<file path="src/rtl/irqc_pkg.sv">
package irqc_pkg;
    localparam int DATA_W    = 32;
    localparam int ADDR_W    = 8;
    localparam int NUM_SRC   = 15;
    localparam int TRAP_W    = 8;
    localparam logic [TRAP_W-1:0] TRAP_BASE = 8'h10;

    localparam logic [ADDR_W-1:0] OFS_MASK  = 8'h90;
    localparam logic [ADDR_W-1:0] OFS_PEND  = 8'h94;
    localparam logic [ADDR_W-1:0] OFS_FORCE = 8'h98;
    localparam logic [ADDR_W-1:0] OFS_CLEAR = 8'h9C;

    typedef enum logic [2:0] {
        SEL_NONE,
        SEL_MASK,
        SEL_PEND,
        SEL_FORCE,
        SEL_CLEAR
    } reg_sel_e;

    typedef struct packed {
        reg_sel_e sel;
        logic     wr;
    } bus_op_t;

    function automatic reg_sel_e decode_ofs(input logic [ADDR_W-1:0] a);
        case (a)
            OFS_MASK:  return SEL_MASK;
            OFS_PEND:  return SEL_PEND;
            OFS_FORCE: return SEL_FORCE;
            OFS_CLEAR: return SEL_CLEAR;
            default:   return SEL_NONE;
        endcase
    endfunction
endpackage

</file>
<file path="src/rtl/irqc_edge_detect.sv">
module irqc_edge_detect #(
    parameter int N = irqc_pkg::NUM_SRC
) (
    input  logic         clk,
    input  logic         rst,
    input  logic [N:0]   src_in,
    output logic [N:0]   rise
);
    logic [N:0] prev_q;

    assign rise[0] = 1'b0;

    for (genvar i = 1; i <= N; i++) begin : g_src
        always_ff @(posedge clk) begin
            if (rst) prev_q[i] <= 1'b0;
            else     prev_q[i] <= src_in[i];
        end
        assign rise[i] = src_in[i] & ~prev_q[i];
    end

    always_ff @(posedge clk) prev_q[0] <= 1'b0;
endmodule

</file>
<file path="src/rtl/irqc_regs.sv">
module irqc_regs
    import irqc_pkg::*;
#(
    parameter int N  = NUM_SRC,
    parameter int LW = $clog2(N + 1)
) (
    input  logic              clk,
    input  logic              rst,
    input  logic [ADDR_W-1:0] bus_addr,
    input  logic              bus_we,
    input  logic [DATA_W-1:0] bus_wdata,
    output logic [DATA_W-1:0] bus_rdata,
    input  logic [N:0]        rise,
    input  logic              ack_valid,
    input  logic [LW-1:0]     ack_level,
    output logic [N:0]        mask_q,
    output logic [N:0]        pend_q
);
    localparam logic [N:0] VALID = {{N{1'b1}}, 1'b0};

    bus_op_t    op;
    logic [N:0] wvec;
    logic [N:0] force_v;
    logic [N:0] clear_v;
    logic [N:0] ack_v;
    logic [N:0] set_v;
    logic [N:0] pend_d;

    assign op.sel = decode_ofs(bus_addr);
    assign op.wr  = bus_we;
    assign wvec   = bus_wdata[N:0] & VALID;

    assign force_v = (op.wr && op.sel == SEL_FORCE) ? wvec : '0;
    assign clear_v = (op.wr && op.sel == SEL_CLEAR) ? wvec : '0;

    for (genvar i = 0; i <= N; i++) begin : g_ack
        if (i == 0) begin : g_zero
            assign ack_v[i] = 1'b0;
        end else begin : g_lvl
            assign ack_v[i] = ack_valid && (ack_level == LW'(i));
        end
    end

    // Sets win over every kind of clear in the same cycle.
    assign set_v  = (force_v | rise) & VALID;
    assign pend_d = ((pend_q & ~clear_v & ~ack_v) | set_v) & VALID;

    always_ff @(posedge clk) begin
        if (rst) begin
            pend_q <= '0;
            mask_q <= '0;
        end else begin
            pend_q <= pend_d;
            if (op.wr && op.sel == SEL_MASK) mask_q <= wvec;
        end
    end

    always_comb begin
        bus_rdata = '0;
        case (op.sel)
            SEL_MASK: bus_rdata[N:0] = mask_q;
            SEL_PEND: bus_rdata[N:0] = pend_q;
            default:  bus_rdata = '0;
        endcase
    end
endmodule

</file>
<file path="src/rtl/irqc_prio_enc.sv">
module irqc_prio_enc
    import irqc_pkg::*;
#(
    parameter int N  = NUM_SRC,
    parameter int LW = $clog2(N + 1)
) (
    input  logic [N:0]        pend_q,
    input  logic [N:0]        mask_q,
    output logic [LW-1:0]     level,
    output logic [TRAP_W-1:0] trap
);
    logic [N:0] live;

    assign live = pend_q & mask_q;

    always_comb begin
        level = '0;
        for (int i = 1; i <= N; i++) begin
            if (live[i]) level = LW'(i);
        end
    end

    assign trap = (level == '0) ? '0 : (TRAP_BASE + TRAP_W'(level));
endmodule

</file>
<file path="src/rtl/irq_prio_ctrl.sv">
module irq_prio_ctrl
    import irqc_pkg::*;
#(
    parameter int N  = NUM_SRC,
    parameter int LW = $clog2(N + 1)
) (
    input  logic              clk,
    input  logic              rst,
    input  logic [ADDR_W-1:0] bus_addr,
    input  logic              bus_we,
    input  logic [DATA_W-1:0] bus_wdata,
    output logic [DATA_W-1:0] bus_rdata,
    input  logic [N:0]        src_in,
    input  logic              ack_valid,
    input  logic [LW-1:0]     ack_level,
    output logic [LW-1:0]     irq_level,
    output logic [TRAP_W-1:0] trap_type
);
    logic [N:0] rise;
    logic [N:0] mask_q;
    logic [N:0] pend_q;

    irqc_edge_detect #(.N(N)) u_edge (
        .clk    (clk),
        .rst    (rst),
        .src_in (src_in),
        .rise   (rise)
    );

    irqc_regs #(.N(N), .LW(LW)) u_regs (
        .clk       (clk),
        .rst       (rst),
        .bus_addr  (bus_addr),
        .bus_we    (bus_we),
        .bus_wdata (bus_wdata),
        .bus_rdata (bus_rdata),
        .rise      (rise),
        .ack_valid (ack_valid),
        .ack_level (ack_level),
        .mask_q    (mask_q),
        .pend_q    (pend_q)
    );

    irqc_prio_enc #(.N(N), .LW(LW)) u_enc (
        .pend_q (pend_q),
        .mask_q (mask_q),
        .level  (irq_level),
        .trap   (trap_type)
    );
endmodule

</file>
<file path="config.mk">
export PLATFORM = sky130hd
export DESIGN_NAME = irq_prio_ctrl
export DESIGN_NICKNAME = d
export VERILOG_FILES = /design/src/rtl/irqc_pkg.sv /design/src/rtl/irqc_edge_detect.sv /design/src/rtl/irqc_regs.sv /design/src/rtl/irqc_prio_enc.sv /design/src/rtl/irq_prio_ctrl.sv
export SDC_FILE = /design/constraint.sdc
export NUM_CORES = 1
export LEC_CHECK = 0
export CELL_PAD_IN_SITES_DETAIL_PLACEMENT = 0
export CELL_PAD_IN_SITES_GLOBAL_PLACEMENT = 1
export CORE_MARGIN = 1
export CORE_UTILIZATION = 31
export DETAILED_ROUTE_END_ITERATION = 8
export PLACE_DENSITY = 0.78
export SETUP_SLACK_MARGIN = 0.4
export SLEW_MARGIN = 5
export SYNTH_ARGS = -nofsm -noshare
export SYNTH_HDL_FRONTEND = slang
export SYNTH_HIERARCHICAL = 1
export SYNTH_SLANG_ARGS = --single-unit
</file>
<file path="constraint.sdc">
create_clock -name clk -period 3.1 [get_ports clk]
set_clock_uncertainty 0.1 [all_clocks]
set_input_delay 0.93 -clock clk [delete_from_list [all_inputs] [get_ports clk]]
set_output_delay 0.93 -clock clk [all_outputs]
set_load 0.05 [all_outputs]
</file>
==> metrics.json <==
{
  "antenna_found_initial": {"value": 0},
  "setup_viol": {"value": 15},
  "core-area": {"value": 7848, "unit": "µm²"},
  "grt_start_max_net_pins": {"value": 31},
  "totalWireLength": {"value": 6952, "unit": "µm"},
  "clock_tree_from_tritoncts": {"value": "done"},
  "worst_hold_path.endpoint": {"value": "u_regs/mask_q[7]$_SDFFE_PP0P_"},
  "avgSynthCellArea": {"value": 9.563, "unit": "µm²"},
  "holdCritPathClass": {"value": "flip-flop to flip-flop"},
  "final_nets": {"value": 414},
  "finalHoldWorstSlack": {"value": 0.4555, "unit": "ns"},
  "critPathKind": {"value": "primary input to output port"},
  "cts_max_level": {"value": 2},
  "max_buffers_root_to_sink": {"value": 2},
  "ys_warn_count": {"value": 6},
  "die_height": {"value": 92.59, "unit": "µm"},
  "floorplan.die_area": {"value": 8572, "unit": "µm²"},
  "number_of_buffers_inserted_during_clock_tree_synthesis": {"value": 5},
  "worstSkewPairLatency": {"value": 0.30, "unit": "ns"},
  "grt_remaining_overflow": {"value": 0},
  "core.rowCount": {"value": 32},
  "critical_path.max_fanout": {"value": 7},
  "fin_crit": {"value": 3.309, "unit": "ns"},
  "vias_per_cell": {"value": 4.989},
  "failed_checks": {"value": "negative setup slack"},
  "worstHoldPathCells": {"value": 2},
  "power.static_leakage": {"value": 1.783, "unit": "nW"},
  "die_width": {"value": 92.59, "unit": "µm"},
  "detailedRoute.firstIterationViolations": {"value": 132},
  "r2r-start": {"value": "u_regs/pend_q[15]$_SDFF_PP0_"},
  "n_fill_cell": {"value": 744},
  "synthesis.instances": {"value": 266},
  "floorplan.initialDensity": {"value": 0.3241},
  "maxSlewViolCount": {"value": 0},
  "final_min_period_over_clock_period": {"value": 1.068},
  "route.detailed.drc": {"value": 0},
  "fmaxAchievable": {"value": 302.2, "unit": "MHz"},
  "setup.reg_to_reg.worst_slack": {"value": 2.07, "unit": "ns"},
  "layout_setup_ws": {"value": -0.2093, "unit": "ns"},
  "final_layout_size_suffix_gt1_frac": {"value": 0.3162},
  "number_of_maximum_capacitance_constraint_violations": {"value": 0},
  "critPathArrivalTime": {"value": 2.28, "unit": "ns"},
  "route.vias.total": {"value": 2260},
  "endpoint_kind": {"value": "output port"},
  "vdd_ir_drop_max": {"value": 195.4, "unit": "µV"},
  "io_buffer_count": {"value": 69},
  "cts.sink_count": {"value": 45},
  "timing.final.hold_violations": {"value": 0},
  "fin_setup_tns": {"value": -3.037, "unit": "ns"},
  "mappedNetlistArea": {"value": 2544, "unit": "µm²"},
  "cp-start-kind": {"value": "primary input"},
  "groute.usage.overall": {"value": 0.1657},
  "hp-start": {"value": "u_regs/mask_q[7]$_SDFFE_PP0P_"},
  "gp_congestion": {"value": 0.8052},
  "outcome": {"value": "complete, but fails checks"},
  "critPathRequiredTime": {"value": 2.07, "unit": "ns"},
  "clock-root-buffer": {"value": "sky130_fd_sc_hd__clkbuf_8"},
  "cts.reportedPaths.clkPinSlew": {"value": 0.08, "unit": "ns"},
  "r2r-end": {"value": "u_regs/pend_q[15]$_SDFF_PP0_"},
  "antenna_left": {"value": 0},
  "worst-r2r-cell-count": {"value": 3},
  "flow.area_growth_from_synthesis": {"value": 51.60, "unit": "%"},
  "avgRoutedWirePerCell": {"value": 15.35, "unit": "µm"},
  "drt-pass1-iter-count": {"value": 4},
  "place.detailed.hpwl": {"value": 4867, "unit": "µm"},
  "boundaryPins": {"value": 108},
  "rsz0062_at_grt": {"value": "true"},
  "cellPowerDensity": {"value": 356.4, "unit": "nW/µm²"},
  "grt_pass1_wl": {"value": 11020, "unit": "µm"},
  "via_count_of_the_first_global_routing_pass": {"value": 2184},
  "insertedDiodeCount": {"value": 0}
}
[placed cells by master, fill, tap and decap left out, types with 5 or more instances in the layout]
cell type and instances:
sky130_fd_sc_hd__clkdlybuf4s50_1 38, sky130_fd_sc_hd__dfxtp_1 35, sky130_fd_sc_hd__conb_1 20, sky130_fd_sc_hd__nor2b_1 18, sky130_fd_sc_hd__buf_12 17, sky130_fd_sc_hd__a22o_4 16, sky130_fd_sc_hd__a21oi_1 16, sky130_fd_sc_hd__a31oi_1 16
sky130_fd_sc_hd__nor2_1 16, sky130_fd_sc_hd__mux2i_1 15, sky130_fd_sc_hd__a21o_1 15, sky130_fd_sc_hd__buf_4 14, sky130_fd_sc_hd__o21ai_0 12, sky130_fd_sc_hd__buf_6 10, sky130_fd_sc_hd__nand2_1 9, sky130_fd_sc_hd__dfxtp_2 9
sky130_fd_sc_hd__nor2b_2 7, sky130_fd_sc_hd__clkbuf_8 5
[power by group]
part / internal (mW) / switching, mW
sequential: 0.604 / 0.0257
combinational: 0.0971 / 0.124
clock: 0.320 / 0.204
[final cells by class]
cell class | instances | area [µm²] | share of cell area
clock inverters | 3 | 65.06 | 0.01687
multi-input cells | 207 | 1615 | 0.4189
clock buffers | 5 | 68.82 | 0.01785
inverters | 1 | 3.754 | 0.0009734
repair buffers | 90 | 1060 | 0.2748
well taps | 102 | 127.6 | 0.03310
flip-flops and latches | 45 | 915.9 | 0.2375
[state kept, by name, indices dropped and copies added (netlist names)]
| signal | count |
|---|---|
| u_edge/prev_q | 15 |
| u_regs/mask_q | 15 |
| u_regs/pend_q | 15 |
[per-stage QoR]
| step | power, mW | std cells | utilization | setup slack [ns] | cell area, µm² |
|---|---|---|---|---|---|
| after global placement | 0.8549 | 434 | 0.4477 | -0.4669 | 3513 |
| after CTS | 1.384 | 452 | 0.4876 | -0.2321 | 3826 |
| after detailed placement | 0.8581 | 434 | 0.4477 | -0.4610 | 3513 |
| final | 1.375 | 453 | 0.4914 | -0.2093 | 3856 |
| after floorplan | 0.7802 | 284 | - | -0.004872 | 2699 |
| after global routing | 1.430 | 453 | 0.4914 | -0.2763 | 3856 |
[worst max-delay path: stages]
cell	delay [ns]
sky130_fd_sc_hd__clkdlybuf4s50_1	0.59
sky130_fd_sc_hd__nor3_4	0.08
sky130_fd_sc_hd__buf_6	0.14
sky130_fd_sc_hd__buf_16	0.14
sky130_fd_sc_hd__a22o_4	0.25
sky130_fd_sc_hd__buf_12	0.14
[what timing repair did]
action,4_1_cts,5_1_grt
pin swaps,19,7
hold endpoints to repair,0,0
gates resized for setup,47,19
endpoints found under the setup margin,22,23
setup buffers,8,1
gates cloned,2,0
hold buffers,0,0
[metal layers]
metal / wire [µm] / vias up / track usage
li1: - / 1116 / -
met1: 3136 / 1074 / 0.2130
met2: 3460 / 64 / 0.2864
met3: 299 / 6 / 0.03120
met4: 56 / 0 / 0.03516
met5: 0 / - / 0
[how the worst max path moves through the flow]
stage,from,end,slack [ns],depth (start not counted)
global placement,bus_addr[1],bus_rdata[6],-0.47,7
global route,bus_addr[4],bus_rdata[3],-0.28,9
finish,bus_addr[3],bus_rdata[3],-0.21,6
floorplan,bus_addr[1],bus_rdata[10],-0.005,5
CTS,bus_addr[5],bus_rdata[3],-0.23,9
detailed placement,bus_addr[1],bus_rdata[6],-0.46,7
Note: power is estimated with default switching activity, not from simulation.
